==> src/rtl/dac_if_pkg.sv <==
package dac_if_pkg;
  localparam int unsigned FRAME_BITS = 16;
  localparam int unsigned CODE_BITS  = 12;
  // synchronized input lanes
  localparam int unsigned LN_SCLK  = 0;
  localparam int unsigned LN_FRAME = 1;
  localparam int unsigned LN_SDIN  = 2;
  localparam int unsigned LN_LOAD  = 3;
  localparam int unsigned LANES    = 4;
endpackage

==> src/rtl/in_sync.sv <==
module in_sync #(
  parameter int unsigned W = 4,
  parameter logic [W-1:0] RST_VAL = '0
) (
  input  logic         clk_i,
  input  logic         rst_ni,
  input  logic [W-1:0] d_i,
  output logic [W-1:0] q_o
);
  logic [W-1:0] s1_q, s2_q;

  always_ff @(posedge clk_i or negedge rst_ni) begin
    if (!rst_ni) begin
      s1_q <= RST_VAL;
      s2_q <= RST_VAL;
    end else begin
      s1_q <= d_i;
      s2_q <= s1_q;
    end
  end

  assign q_o = s2_q;
endmodule

==> src/rtl/frame_shifter.sv <==
module frame_shifter #(
  parameter int unsigned FRAME_BITS = 16,
  localparam int unsigned CNT_W = $clog2(FRAME_BITS + 1)
) (
  input  logic                  clk_i,
  input  logic                  rst_ni,
  input  logic                  active_i,
  input  logic                  sclk_fall_i,
  input  logic                  sdin_i,
  output logic [FRAME_BITS-1:0] word_o,
  output logic                  done_o
);
  localparam logic [CNT_W-1:0] CNT_FULL = CNT_W'(FRAME_BITS);
  localparam logic [CNT_W-1:0] CNT_LAST = CNT_W'(FRAME_BITS - 1);

  logic [CNT_W-1:0]      cnt_q;
  logic [FRAME_BITS-1:0] sh_q;
  logic                  done_q;
  logic                  take;

  assign take = active_i && sclk_fall_i && (cnt_q != CNT_FULL);

  always_ff @(posedge clk_i or negedge rst_ni) begin
    if (!rst_ni) begin
      cnt_q  <= '0;
      sh_q   <= '0;
      done_q <= 1'b0;
    end else begin
      done_q <= take && (cnt_q == CNT_LAST);
      if (!active_i) begin
        cnt_q <= '0;
      end else if (take) begin
        cnt_q <= cnt_q + 1'b1;
        sh_q  <= {sh_q[FRAME_BITS-2:0], sdin_i};
      end
    end
  end

  assign word_o = sh_q;
  assign done_o = done_q;

  assert_gate_hold_R4: assert property (@(posedge clk_i) disable iff (!rst_ni)
    (cnt_q == CNT_FULL) |=> $stable(sh_q));
  assert_idle_clear_R10: assert property (@(posedge clk_i) disable iff (!rst_ni)
    !active_i |=> (cnt_q == '0));
endmodule

==> src/rtl/code_latch.sv <==
module code_latch #(
  parameter int unsigned CODE_BITS = 12
) (
  input  logic                 clk_i,
  input  logic                 rst_ni,
  input  logic                 frame_start_i,
  input  logic                 done_i,
  input  logic                 load_lvl_i,
  input  logic                 load_fall_i,
  input  logic [CODE_BITS-1:0] data_i,
  output logic [CODE_BITS-1:0] code_o,
  output logic                 update_o
);
  logic [CODE_BITS-1:0] code_q;
  logic                 upd_q;
  logic                 valid_q;
  logic                 load_now;

  // auto mode on completion with load held low, else strobed by a load fall
  assign load_now = (done_i && !load_lvl_i) || (load_fall_i && valid_q);

  always_ff @(posedge clk_i or negedge rst_ni) begin
    if (!rst_ni) begin
      code_q  <= '0;
      upd_q   <= 1'b0;
      valid_q <= 1'b0;
    end else begin
      upd_q <= load_now;
      if (load_now) code_q <= data_i;
      if (load_now || frame_start_i) valid_q <= 1'b0;
      else if (done_i)               valid_q <= 1'b1;
    end
  end

  assign code_o   = code_q;
  assign update_o = upd_q;

  assert_strobe_single_R9: assert property (@(posedge clk_i) disable iff (!rst_ni)
    upd_q |=> !upd_q);
  assert_code_moves_with_strobe_R9: assert property (@(posedge clk_i) disable iff (!rst_ni)
    !$stable(code_q) |-> upd_q);
endmodule

==> src/rtl/dac_serial_if.sv <==
module dac_serial_if
  import dac_if_pkg::*;
#(
  parameter int unsigned FRAME_W = FRAME_BITS,
  parameter int unsigned CODE_W  = CODE_BITS
) (
  input  logic              clk_i,
  input  logic              rst_ni,
  input  logic              sclk_i,
  input  logic              frame_n_i,
  input  logic              sdin_i,
  input  logic              load_n_i,
  output logic [CODE_W-1:0] code_o,
  output logic              update_o
);
  logic [LANES-1:0] raw, lvl;
  logic             sclk_prev_q, frame_prev_q, load_prev_q;
  logic             sclk_fall, frame_fall, load_fall;
  logic [FRAME_W-1:0] word;
  logic             done;

  assign raw[LN_SCLK]  = sclk_i;
  assign raw[LN_FRAME] = frame_n_i;
  assign raw[LN_SDIN]  = sdin_i;
  assign raw[LN_LOAD]  = load_n_i;

  in_sync #(.W(LANES), .RST_VAL(4'b1011)) u_sync (
    .clk_i (clk_i),
    .rst_ni(rst_ni),
    .d_i   (raw),
    .q_o   (lvl)
  );

  always_ff @(posedge clk_i or negedge rst_ni) begin
    if (!rst_ni) begin
      sclk_prev_q  <= 1'b1;
      frame_prev_q <= 1'b1;
      load_prev_q  <= 1'b1;
    end else begin
      sclk_prev_q  <= lvl[LN_SCLK];
      frame_prev_q <= lvl[LN_FRAME];
      load_prev_q  <= lvl[LN_LOAD];
    end
  end

  assign sclk_fall  = sclk_prev_q  && !lvl[LN_SCLK];
  assign frame_fall = frame_prev_q && !lvl[LN_FRAME];
  assign load_fall  = load_prev_q  && !lvl[LN_LOAD];

  frame_shifter #(.FRAME_BITS(FRAME_W)) u_shift (
    .clk_i      (clk_i),
    .rst_ni     (rst_ni),
    .active_i   (!lvl[LN_FRAME]),
    .sclk_fall_i(sclk_fall),
    .sdin_i     (lvl[LN_SDIN]),
    .word_o     (word),
    .done_o     (done)
  );

  code_latch #(.CODE_BITS(CODE_W)) u_latch (
    .clk_i        (clk_i),
    .rst_ni       (rst_ni),
    .frame_start_i(frame_fall),
    .done_i       (done),
    .load_lvl_i   (lvl[LN_LOAD]),
    .load_fall_i  (load_fall),
    .data_i       (word[CODE_W-1:0]),
    .code_o       (code_o),
    .update_o     (update_o)
  );

  assert_sclk_fall_single_R2: assert property (@(posedge clk_i) disable iff (!rst_ni)
    sclk_fall |=> !sclk_fall);
  assert_done_in_frame_R5: assert property (@(posedge clk_i) disable iff (!rst_ni)
    done |-> $past(!lvl[LN_FRAME]));
endmodule

==> config.mk <==
export PLATFORM = sky130hd
export DESIGN_NAME = dac_serial_if
export DESIGN_NICKNAME = d
export VERILOG_FILES = /design/src/rtl/dac_if_pkg.sv /design/src/rtl/in_sync.sv /design/src/rtl/frame_shifter.sv /design/src/rtl/code_latch.sv /design/src/rtl/dac_serial_if.sv
export SDC_FILE = /design/constraint.sdc
export NUM_CORES = 1
export LEC_CHECK = 0
export BUFFER_PORTS_ARGS = -buffer_cell sky130_fd_sc_hd__buf_2
export CORE_ASPECT_RATIO = 1.1
export CORE_MARGIN = 10
export CORE_UTILIZATION = 53
export CTS_BUF_LIST = sky130_fd_sc_hd__clkbuf_4
export DETAILED_ROUTE_END_ITERATION = 12
export PLACE_DENSITY = 0.81
export SETUP_SLACK_MARGIN = 0.4
export SYNTH_ARGS = -nofsm -noshare
export SYNTH_HDL_FRONTEND = slang
export SYNTH_SLANG_ARGS = --single-unit
==> constraint.sdc <==
create_clock -name clk_i -period 1.7 [get_ports clk_i]
set_clock_uncertainty 0.2 [all_clocks]
set_input_delay 0.34 -clock clk_i [delete_from_list [all_inputs] [get_ports clk_i]]
set_output_delay 0.34 -clock clk_i [all_outputs]
set_load 0.02 [all_outputs]
==> flow_summary.yaml <==
status:
  status: "complete, no violations"
detailed_routing:
  num_vias: 1038
  drt_first_iter_violations: 34
  post_drt_wl_per_cell_um: 17.91
  wl_um: 3618
  postRouteAntennaNets: 0
  drc: 0
  drt_first_pass_iters: 4
  routed_via_density: 5.139
timing:
  setup_viol_count_final: 0
  tightest_slew_ns: 0.4510
  maxSlewHeadroom_pct: 69.93
  rsz0062_at_grt: "true"
  finalHoldViolCount: 0
  final_max_slew_viol_count: 0
  layout_setup_ws_ns: 0.01866
  whs_ns: 0.1629
  period_minus_slack_ns: 1.681
  max_freq_mhz: 594.8
  period_share_pct: 98.90
grt:
  grt_use_total_pct: 12.66
  grt_max_degree: 21
  grt_pass1_wl_um: 5678
  grt_overflow: 0
  first_global_vias: 1154
  antenna_found_initial: 0
finish:
  antennaDiodeCount: 0
  area_growth_pct: 46.07
  final_cells: 202
  drive_gt1_share_pct: 64.88
  finalNetCount: 176
synth:
  synth-edff-count: 0
  synth_largest_area_cell: "dfrtp_1"
  synth-seq-cells: 43
  ys_top_cells_by_count: "dfrtp_1 (34), mux2_2 (15), mux2_4 (10), dfstp_2 (9), nor2_1 (5)"
  yosys.area.top_type_share_pct: 51.36
  dominantRegCellSynth: "dfrtp_1"
  yosys_warnings: 0
  yosysMostFrequentCell: "dfrtp_1"
  avgSynthCellArea_um2: 16.08
  synth_cell_types: 25
  ys_seq_area_share_pct: 65.63
  syn_nets: 112
  ys_async_sr_fraction_pct: 100.0
  synth_area_um2: 1657
  syn-instance-count: 103
  ys_top_cells_by_area: "dfrtp_1 (51%), dfstp_2 (14%), mux2_2 (10%)"
placed_design:
  io_buffers: 18
  gp_congestion: 0.8535
  dp.cells: 159
  place_worst_setup_slack_ns: -0.01520
  hpwl_um: 2048
clock_tree:
  cts_root_buf: "clkbuf_4"
  clkTransAtPathRegs_ns: 0.12
  numCtsBuffers: 5
  htreeDepth: 2
  cts_tree: "yes"
  cts_max_path_buffers: 2
  clk_latency_ns: 0.34
  cts_sinks: 43
power_and_ir_drop:
  power_density_nw_per_um2: 817.9
  p_leak_nw: 1.197
  vdd_drop_max_mv: 0.7639
floorplanning:
  initial_utilization_pct: 54.82
  ios: 19
  core_um2: 3022
  die_area_um2: 5764
  rows: 21
  die_w_um: 73.31
  die_h_um: 78.64
critical_path:
  reg2reg_slack_ns: 0.02
  crit_type: "flop to flop"
  worstPathRequired_ns: 1.75
  crit_fanout: 4
  start_kind: "flop"
  cp_data_arrival_time_ns: 1.73
  endpoint_kind: "flop"
hold_path:
  hold_path_class: "flop to flop"
job:
  drv_cap: 0
==> metrics by stage <==
step / area [um^2] / TNS, ns / power (mW) / util (%)
floorplan: 1735 / 0 / 1.370 / -
finish: 2420 / 0 / 1.979 / 80.08
detailed placement: 1899 / -0.02006 / 1.452 / 62.86
global placement: 1899 / 0 / 1.427 / 62.86
global route: 2420 / -0.05657 / 2.056 / 80.08
CTS: 2306 / 0 / 1.959 / 76.31
==> state kept, by name, summed over array words and instances, names as in the netlist <==
| name | count |
|---|---|
| u_sync.s1_q | 4 |
| load_prev_q | 1 |
| u_latch.code_o | 12 |
| u_sync.q_o | 4 |
| frame_prev_q | 1 |
| u_latch.valid_q | 1 |
| u_shift.word_o | 12 |
| u_latch.update_o | 1 |
| u_shift.done_o | 1 |
| sclk_prev_q | 1 |
| u_shift.cnt_q | 5 |
==> critical path: stages (launching register included) <==
cell and delay (ns):
dfrtp_1 0.42, inv_2 0.09, ha_4 0.13, nand4bb_4 0.20, buf_6 0.19, and2_4 0.15, a32o_1 0.21
==> final timing paths <==
check,from,end,depth (start not counted)
min in group asynchronous,rst_ni,u_latch.update_o,2
max,u_shift.cnt_q[1],u_shift.cnt_q[2],6
min reg2reg,u_sync.s1_q[1],u_sync.q_o[1],0
min,u_sync.s1_q[1],u_sync.q_o[1],0
max in group asynchronous,rst_ni,u_shift.word_o[11],3
max reg2reg,u_shift.cnt_q[1],u_shift.cnt_q[2],6
==> cell usage in the layout, fill, tap and decap left out, types with 2 or more instances in the layout <==
master	count
ha_1	2
nand4_1	3
inv_2	2
mux2_4	25
buf_2	5
clkbuf_4	5
buf_6	19
dlygate4sd3_1	5
nor2_1	4
nand2_1	2
dfrtp_1	34
dfstp_2	9
clkinv_1	2
buf_4	27
==> cell type report <==
class	instances	area [um^2]
clock buffers	5	37.54
clock inverters	3	15.01
fillers	143	601.8
inverters	4	20.02
multi-input cells	55	678.2
flip-flops and latches	43	1087
well taps	34	42.54
repair buffers	58	539.3
==> timing repair <==
item                                    in CTS  in global routing
setup buffers                               17                 11
gates cloned                                 2                  0
pin swaps                                    5                  4
endpoints found under the setup margin      44                 44
resized for setup                           41                  9
hold endpoints to repair                    12                  0
hold buffers                                 5                  0
==> power by group <==
part | switching, mW | leakage, nW | internal (mW)
combinational | 0.0938 | 0.617 | 0.184
sequential | 0.0948 | 0.553 | 1.13
clock | 0.321 | 0.0263 | 0.152
total | 0.510 | 1.20 | 1.47
==> kinds of logic (layout without fill, tap and decap cells) <==
family	after synthesis	count (layout)	synth area share, %
buf+inv	6	70	2.039
mux	25	25	19.26
fa+ha+maj	3	3	2.266
simple gates	19	20	8.083
flops	43	43	65.63
compound gates	7	7	2.719
==> routing by layer <==
metal | wire length, um | global-route usage, % | share of wire [%] | up-vias
li1 | - | - | - | 491
met1 | 1406 | 13.29 | 39 | 511
met2 | 1935 | 22.81 | 53 | 29
met3 | 198 | 4.403 | 5.5 | 7
met4 | 78 | 3.918 | 2.2 | 0
met5 | 0 | 0 | 0 | -
(Power assumes the default switching activity.)
